## src/rtl/pd_lp_pkg.sv

```systemverilog
package pd_lp_pkg;

    localparam int MODE_W = 2;
    localparam int SP_N   = 16;
    localparam int SP_W   = $clog2(SP_N);

    localparam logic [MODE_W-1:0] CPU_RUN = 2'd0;

    typedef enum logic [1:0] {
        CTRL_SW  = 2'd0,
        CTRL_CPU = 2'd1,
        CTRL_SP  = 2'd2,
        CTRL_RSV = 2'd3
    } ctrl_mode_e;

    typedef enum logic [2:0] {
        PS_ON     = 3'd0,
        PS_SAVE   = 3'd1,
        PS_ISO    = 3'd2,
        PS_OFF    = 3'd3,
        PS_SETTLE = 3'd4
    } pwr_state_e;

    localparam logic [1:0] STAT_ON    = 2'd0;
    localparam logic [1:0] STAT_OFF   = 2'd1;
    localparam logic [1:0] STAT_TRANS = 2'd2;

endpackage

```

## src/rtl/pd_lp_trig.sv

```systemverilog
module pd_lp_trig
    import pd_lp_pkg::*;
#(
    parameter int N_SP = SP_N,
    localparam int IDX_W = $clog2(N_SP)
) (
    input  logic              clk,
    input  logic              rst_n,
    input  logic [1:0]        cfg_ctrl_mode,
    input  logic              cfg_core_sel,
    input  logic [MODE_W-1:0] cfg_tgt_mode,
    input  logic [N_SP-1:0]   cfg_sp_map,
    input  logic              cfg_off_en,
    input  logic              cfg_rst_run_en,
    input  logic [N_SP-1:0]   cfg_rst_sp_map,
    input  logic [MODE_W-1:0] core0_mode,
    input  logic [MODE_W-1:0] core1_mode,
    input  logic [IDX_W-1:0]  sp_idx,
    input  logic              sw_off_req,
    input  logic              sw_on_req,
    output logic              tgt_off,
    output logic              restore_hit
);

    typedef struct packed {
        logic sw_off;
    } trig_reg_t;

    trig_reg_t   tr_d, tr_q;
    logic [MODE_W-1:0] core_mode;
    logic        core_run;
    ctrl_mode_e  mode;

    always_comb begin
        mode      = ctrl_mode_e'(cfg_ctrl_mode);
        core_mode = cfg_core_sel ? core1_mode : core0_mode;
        core_run  = (core_mode == CPU_RUN);

        tr_d = tr_q;
        if (core_run) begin
            if (sw_off_req)
                tr_d.sw_off = 1'b1;
            else if (sw_on_req)
                tr_d.sw_off = 1'b0;
        end

        unique case (mode)
            CTRL_CPU: tgt_off = cfg_off_en && (core_mode == cfg_tgt_mode);
            CTRL_SP:  tgt_off = cfg_off_en && cfg_sp_map[sp_idx];
            default:  tgt_off = tr_d.sw_off;
        endcase

        restore_hit = (cfg_rst_run_en && core_run) || cfg_rst_sp_map[sp_idx];
    end

    always_ff @(posedge clk or negedge rst_n) begin
        if (!rst_n)
            tr_q <= '0;
        else
            tr_q <= tr_d;
    end

endmodule

```

## src/rtl/pd_lp_fsm.sv

```systemverilog
module pd_lp_fsm
    import pd_lp_pkg::*;
#(
    parameter int SETTLE_CYC = 4,
    localparam int CNT_W = $clog2(SETTLE_CYC + 1)
) (
    input  logic       clk,
    input  logic       rst_n,
    input  logic       tgt_off,
    input  logic       restore_hit,
    input  logic       cfg_save_en,
    input  logic       save_done,
    output logic       psw_off,
    output logic       iso_on,
    output logic       save_req,
    output logic       restore_req,
    output logic [1:0] dom_status
);

    localparam logic [CNT_W-1:0] CNT_LAST = CNT_W'(SETTLE_CYC - 1);

    typedef struct packed {
        pwr_state_e       st;
        logic [CNT_W-1:0] cnt;
        logic             rst_pulse;
    } fsm_reg_t;

    fsm_reg_t f_d, f_q;

    always_comb begin
        f_d           = f_q;
        f_d.rst_pulse = 1'b0;
        unique case (f_q.st)
            PS_ON: begin
                if (tgt_off)
                    f_d.st = cfg_save_en ? PS_SAVE : PS_ISO;
            end
            PS_SAVE: begin
                if (save_done)
                    f_d.st = PS_ISO;
            end
            PS_ISO: begin
                f_d.st = PS_OFF;
            end
            PS_OFF: begin
                if (!tgt_off) begin
                    f_d.st  = PS_SETTLE;
                    f_d.cnt = '0;
                end
            end
            PS_SETTLE: begin
                if (f_q.cnt == CNT_LAST) begin
                    f_d.st        = PS_ON;
                    f_d.rst_pulse = restore_hit;
                end else begin
                    f_d.cnt = f_q.cnt + 1'b1;
                end
            end
            default: f_d.st = PS_ON;
        endcase
    end

    always_ff @(posedge clk or negedge rst_n) begin
        if (!rst_n) begin
            f_q.st        <= PS_ON;
            f_q.cnt       <= '0;
            f_q.rst_pulse <= 1'b0;
        end else begin
            f_q <= f_d;
        end
    end

    always_comb begin
        psw_off     = (f_q.st == PS_OFF);
        iso_on      = (f_q.st == PS_ISO) || (f_q.st == PS_OFF) || (f_q.st == PS_SETTLE);
        save_req    = (f_q.st == PS_SAVE);
        restore_req = f_q.rst_pulse;
        unique case (f_q.st)
            PS_ON:   dom_status = STAT_ON;
            PS_OFF:  dom_status = STAT_OFF;
            default: dom_status = STAT_TRANS;
        endcase
    end

endmodule

```

## src/rtl/pd_lp_seq.sv

```systemverilog
module pd_lp_seq
    import pd_lp_pkg::*;
#(
    parameter int SETTLE_CYC = 4
) (
    input  logic        clk,
    input  logic        rst_n,
    input  logic [1:0]  cfg_ctrl_mode,
    input  logic        cfg_core_sel,
    input  logic [1:0]  cfg_tgt_mode,
    input  logic [15:0] cfg_sp_map,
    input  logic        cfg_save_en,
    input  logic        cfg_off_en,
    input  logic        cfg_rst_run_en,
    input  logic [15:0] cfg_rst_sp_map,
    input  logic [1:0]  core0_mode,
    input  logic [1:0]  core1_mode,
    input  logic [3:0]  sp_idx,
    input  logic        sw_off_req,
    input  logic        sw_on_req,
    input  logic        save_done,
    output logic        psw_off,
    output logic        iso_on,
    output logic        save_req,
    output logic        restore_req,
    output logic [1:0]  dom_status
);

    logic tgt_off;
    logic restore_hit;

    pd_lp_trig #(.N_SP(SP_N)) trig_i (
        .clk            (clk),
        .rst_n          (rst_n),
        .cfg_ctrl_mode  (cfg_ctrl_mode),
        .cfg_core_sel   (cfg_core_sel),
        .cfg_tgt_mode   (cfg_tgt_mode),
        .cfg_sp_map     (cfg_sp_map),
        .cfg_off_en     (cfg_off_en),
        .cfg_rst_run_en (cfg_rst_run_en),
        .cfg_rst_sp_map (cfg_rst_sp_map),
        .core0_mode     (core0_mode),
        .core1_mode     (core1_mode),
        .sp_idx         (sp_idx),
        .sw_off_req     (sw_off_req),
        .sw_on_req      (sw_on_req),
        .tgt_off        (tgt_off),
        .restore_hit    (restore_hit)
    );

    pd_lp_fsm #(.SETTLE_CYC(SETTLE_CYC)) fsm_i (
        .clk         (clk),
        .rst_n       (rst_n),
        .tgt_off     (tgt_off),
        .restore_hit (restore_hit),
        .cfg_save_en (cfg_save_en),
        .save_done   (save_done),
        .psw_off     (psw_off),
        .iso_on      (iso_on),
        .save_req    (save_req),
        .restore_req (restore_req),
        .dom_status  (dom_status)
    );

endmodule

```

## config.mk

```make
export PLATFORM = sky130hd
export DESIGN_NAME = pd_lp_seq
export DESIGN_NICKNAME = d
export VERILOG_FILES = /design/src/rtl/pd_lp_pkg.sv /design/src/rtl/pd_lp_trig.sv /design/src/rtl/pd_lp_fsm.sv /design/src/rtl/pd_lp_seq.sv
export SDC_FILE = /design/constraint.sdc
export NUM_CORES = 1
export LEC_CHECK = 0
export CAP_MARGIN = 20
export CORE_MARGIN = 5
export CORE_UTILIZATION = 47
export DETAILED_ROUTE_END_ITERATION = 10
export DONT_BUFFER_PORTS = 1
export HOLD_SLACK_MARGIN = 0.15
export SLEW_MARGIN = 20
export SYNTH_ARGS = -nofsm -noshare
export SYNTH_HDL_FRONTEND = slang
export SYNTH_HIERARCHICAL = 1
export SYNTH_SLANG_ARGS = --single-unit
```

## constraint.sdc

```tcl
create_clock -name clk -period 1.91 [get_ports clk]
set_input_delay 0 -clock clk [delete_from_list [all_inputs] [get_ports clk]]
set_output_delay 0 -clock clk [all_outputs]
set_load 0.01 [all_outputs]
```

Yosys cells after proc, flatten, opt, wreduce, memory -nomap -nowiden
Cells that the tools add are included.
Widths: inputs -> output; s select.

word-level totals
  flip-flop bits (word level) = 8
  word-level logic and storage cells = 50
  bits of input ports = 53

cells by class
  eq/ne operators = 13
  reduce and logical (&&, ||, !) cells = 11
  $add $sub $neg = 1
  order comparisons = 1
  multiplexer cells = 20

operators with widths
  cell                 number
  $pmux 3 s5           1
  $mux 3               4
  $eq 3x2->1 const B   3
  $bmux 1 s4           2
  $mux 1               7
  $mux 6               1
  $ne 2x2->1 const B   3
  $pmux 3 s2           1
  $lt 4x5->1 const B   1
  $mux 2               2
  $ne 2x1->1 const B   2
  $pmux 2 s2           1
  $reduce_and 4->1     1
  $add 3x1->3 const B  1
  $eq 3x1->1 const B   1
  $eq 3x3->1 const B   1
  $logic_and 1x1->1    3
  $logic_not 3->1      1
  $logic_or 1x1->1     3
  $reduce_and 3->1     1
  $eq 2x1->1 const B   1
  $eq 2x2->1           1
  $eq 2x2->1 const B   1
  $logic_not 2->1      1
  2 further kinds      2

Longest topological paths before layout
  word-level depth = 6
  gate-level depth with buffers = 8

By module
The synthesis kept the hierarchy.

by module, submodules not included
  module      times used  seq. area each (um^2)  cells each  area each (um^2)
  pd_lp_trig  1           25.0                   34          431.7
  pd_lp_fsm   1           175.2                  40          399.1

Worst setup path before layout
Ideal clock, no wire load.

  path kind = input -> register
  from = in sp_idx[1]
  to = reg fsm_i/f_q[1] (netlist bit)
  slack = -0.047 ns
  library setup time = 0.127 ns
  data arrival time = 1.830 ns
  data required time = 1.783 ns
  buffers on the path = 1
  stages = 7
  path through = clkbuf_1 -> mux4_2 -> mux2i_1 -> nand3b_1 -> a32o_1 -> o22a_4 -> mux2_1

on the way
  longest elaborated chain between the ends = 6

RTL lines
  element                       line              RTL
  start, declared               pd_lp_seq.sv:18   input logic [3:0] sp_idx,
  $bmux 1 s4                    pd_lp_trig.sv:49  CTRL_SP: tgt_off = cfg_off_en && cfg_sp_map[sp_idx];
  $mux 1 (implied by the code)  pd_lp_trig.sv:49
  $logic_and 1x1->1             pd_lp_trig.sv:49
  $pmux 1 s2                    pd_lp_trig.sv:47  unique case (mode)
  net tgt_off                   pd_lp_seq.sv:29   logic tgt_off;
  $ne 2x2->1 (no line)          -
  $reduce_and 3->1 (no line)    -
  end, declared                 pd_lp_fsm.sv:28   fsm_reg_t f_d, f_q;

The timed path passes the listed nets, and every way through them passes these cells. The select of a mux whose other input is x is not followed.
A chain may end at the register's enable or synchronous reset.

Worst setup path in the final report
  from = in sp_idx[0]
  to = reg fsm_i/f_q[5] (netlist bit)

on the way
  longest elaborated chain between the ends = 6
  elaborated cells on any way between the ends = 7

RTL lines
  element                                             line
  $bmux 1 s4 *                                        pd_lp_trig.sv:49
  $mux 1 (implied by the code) *                      pd_lp_trig.sv:49
  $logic_and 1x1->1 *                                 pd_lp_trig.sv:49
  $pmux 1 s2 *                                        pd_lp_trig.sv:47
  net tgt_off                                         pd_lp_seq.sv:29
  $ne 2x1->1 (no line) or $ne 2x2->1 (tied branches)  -
  $reduce_and 4->1 (no line) *                        -

Mark *: on every way through the listed nets, which the timed path passes. The rest lies on a longest branch. The select of a mux whose other input is x is not followed.

==> results.json <==
{
  "synth_seq_cells": 8,
  "synthDistinctLibCells": 33,
  "final_hold_viol_count": 0,
  "nets": 142,
  "gp_congestion": 0.819,
  "cp_max_fo": 7,
  "yosys_warnings": 6,
  "worst-setup-path-type": "in2reg",
  "finalCriticalPeriod_ns": 1.78,
  "antenna_cells": 0,
  "final_util_pct": 56.3,
  "muxShareOfSynthArea_pct": 35.8,
  "layout-drive-gt1-share_pct": 14.3,
  "skew_ns": 0.00217,
  "post-route-drc-count": 0,
  "end_kind": "flip-flop",
  "worst_slew_margin_rel_pct": 73.8,
  "clock_latency_ns": 0.25,
  "portBuffers": 0,
  "first_iter_violations": 11,
  "rsz0062_at_grt": "no",
  "clock_sinks": 8,
  "synthCells": 74,
  "via_per_inst": 5.95,
  "netlist_top_cells_area": "dfrtp_1, mux4_1, mux2i_1",
  "worstHoldPathType": "in2reg",
  "dp.cells": 97,
  "synth_top_family_by_area": "multiplexers",
  "io_pins": 59,
  "antenna_found_initial": 0,
  "maxSlewViolCount": 0,
  "htreeDepth": 1,
  "grt_pass1_vias": 670,
  "clk_pin_slew_ns": 0.05,
  "setup_viol": 0,
  "ys_seq_area_share_pct": 24.1,
  "leakage_uw": 0.000430,
  "start_util_pct": 48.6,
  "power.density_nw_per_um2": 795,
  "cts_buffer_depth": 2,
  "syn_nets": 130,
  "max_cap_viol_count": 0,
  "grt_pass1_wl_mm": 2.90,
  "max_freq_ghz": 0.560,
  "cts_root_buf": "clkbuf_4",
  "synthesis.area_um2": 831,
  "die_w_um": 52.0,
  "synthAdderAreaFrac_pct": 4.52,
  "layout.cells.non_filler": 109,
  "cp-start-kind": "input port",
  "setup_ws_ns": 0.125,
  "wire_per_inst_um": 16.8,
  "vias": 649,
  "irDropWorstVdd_mv": 0.452,
  "die_h_um": 52.0,
  "arrival_ns": 1.91,
  "synth_edf_count": 0,
  "status": "completed",
  "rows": 15,
  "postRouteWirelength_mm": 1.83,
  "required_ns": 2.04,
  "dp_slack_ns": 0.0783,
  "die-area_um2": 2710,
  "areaGrowthSynthToFinish_pct": 15.8,
  "core_area_um2": 1710,
  "async_flop_share_pct": 100,
  "synth_top_area_share_pct": 24.1,
  "synth-compound-area-share_pct": 12.5,
  "synthSimpleGateAreaFrac_pct": 15.1,
  "tightest_slew_ns": 0.392,
  "synth_top_area_cell": "dfrtp_1",
  "cts.repair.resized": 0,
  "grt_max_degree": 9,
  "dr.pass1.iters": 2,
  "avgSynthCellArea_um2": 11.2,
  "fin_crit_sh_pct": 93.4,
  "cts_made_buffers": 3,
  "cts_tree": "yes",
  "dp.final_hpwl_mm": 1.49,
  "grt_overflow": 0,
  "synth_ff_type": "dfrtp_1",
  "ant_nets": 0,
  "synth-xor-area-share_pct": 1.05,
  "track_usage_pct": 14.9,
  "setup_tns_ns": 0
}
-- cells by family (layout without fill, tap and decap cells) --
kind of cell             after synthesis  after routing
adder cells (fa/ha/maj)                3              3
AND/OR/NAND/NOR                       22             22
flip-flops                             8              8
XOR/XNOR                               1              1
multiplexers                          17             17
buffers and inverters                 11             21
AO/OA/AOI/OAI                         12             12
-- worst paths after layout --
kind	from	endpoint	slack (ns)	cells after the start
worst max register to register	trig_i/tr_q	fsm_i/f_q[5]	0.13	6
max in group asynchronous	rst_n	fsm_i/restore_req	0.98	2
min in group asynchronous	rst_n	fsm_i/f_q[6]	0.65	2
worst min register to register	fsm_i/f_q[2]	fsm_i/f_q[2]	0.50	1
worst min-delay path	sp_idx[3]	fsm_i/f_q[6]	0.33	4
worst max-delay path	sp_idx[0]	fsm_i/f_q[5]	0.13	8
-- stage by stage --
stage / hold WS (ns) / cell area [um2] / total power, uW
2_1_floorplan: -0.296 / 832 / 536
3_3_place_gp: -0.295 / 850 / 590
3_5_place_dp: -0.295 / 850 / 594
4_1_cts: 0.326 / 962 / 771
5_1_grt: 0.385 / 962 / 836
6_report: 0.334 / 962 / 765
-- power breakdown --
group	internal, uW	switching [uW]
Sequential	210	23.3
Clock	71.7	53.8
Combinational	214	193
Total	495	270
-- sequential cells by signal, indices dropped and copies added (netlist names) --
| signal | cells |
|---|---|
| fsm_i/f_q | 6 |
| trig_i/tr_q | 1 |
| fsm_i/restore_req | 1 |
-- area by class of cell --
cell class	count	area, um2
inverter	6	22.5
tap	25	31.3
fill	152	746
clock buffer	3	22.5
timing repair buffer	12	113
multi-input combinational	55	573
sequential	8	200
-- critical path: stages --
cell and delay (ns):
mux4_1 0.51, mux2i_1 0.16, a31oi_1 0.10, a32o_1 0.31
nand2b_1 0.09, a21o_1 0.11, a31oi_1 0.07, dlygate4sd3_1 0.56
-- layout by cell type (no fill, tap or decap) --
| master | instances |
|---|---|
| nand3b_1 | 4 |
| mux4_1 | 6 |
| or3b_1 | 1 |
| mux2_1 | 3 |
| dfrtp_1 | 8 |
| nor3_1 | 1 |
| or3_1 | 1 |
| a31oi_1 | 2 |
| mux2_2 | 1 |
| mux2i_1 | 5 |
| nand2b_1 | 3 |
| o221a_2 | 1 |
| nor2_1 | 6 |
| mux4_2 | 2 |
| a21o_1 | 1 |
| xor2_1 | 1 |
| inv_1 | 6 |
| nand2_1 | 2 |
| ha_1 | 3 |
| nand3_1 | 1 |
| buf_4 | 3 |
| o21ai_0 | 2 |
| dlygate4sd3_1 | 9 |
| a32o_1 | 1 |
| o22a_4 | 1 |
| a22o_1 | 1 |
| a221o_1 | 1 |
| o2111a_1 | 1 |
| clkbuf_4 | 3 |
| a21oi_1 | 1 |
| nor3b_1 | 2 |
| or2_2 | 1 |
-- per-layer routing --
layer,share of wire (%),vias to the layer above,global-route usage (%)
met5,0,-,0
met4,1.4,0,6.11
met3,13,2,7.45
met2,47,40,23.2
met1,39,295,17.2
li1,-,312,-
-- synth_stat cells (all sizes together) (2+ instances only) --
cell type,count
nand2,2
buf,4
nand3b,4
a31oi,2
dfrtp,8
inv,6
mux2i,5
nand2b,3
o21ai,2
ha,3
mux2,4
mux4,8
nor3b,2
nor2,6
-- what timing repair did --
action / CTS / global route
hold buffers: 9 / 0
setup buffers: 0 / 0
hold endpoints to repair: 12 / 0
Note: power is estimated with default switching activity, not from simulation.
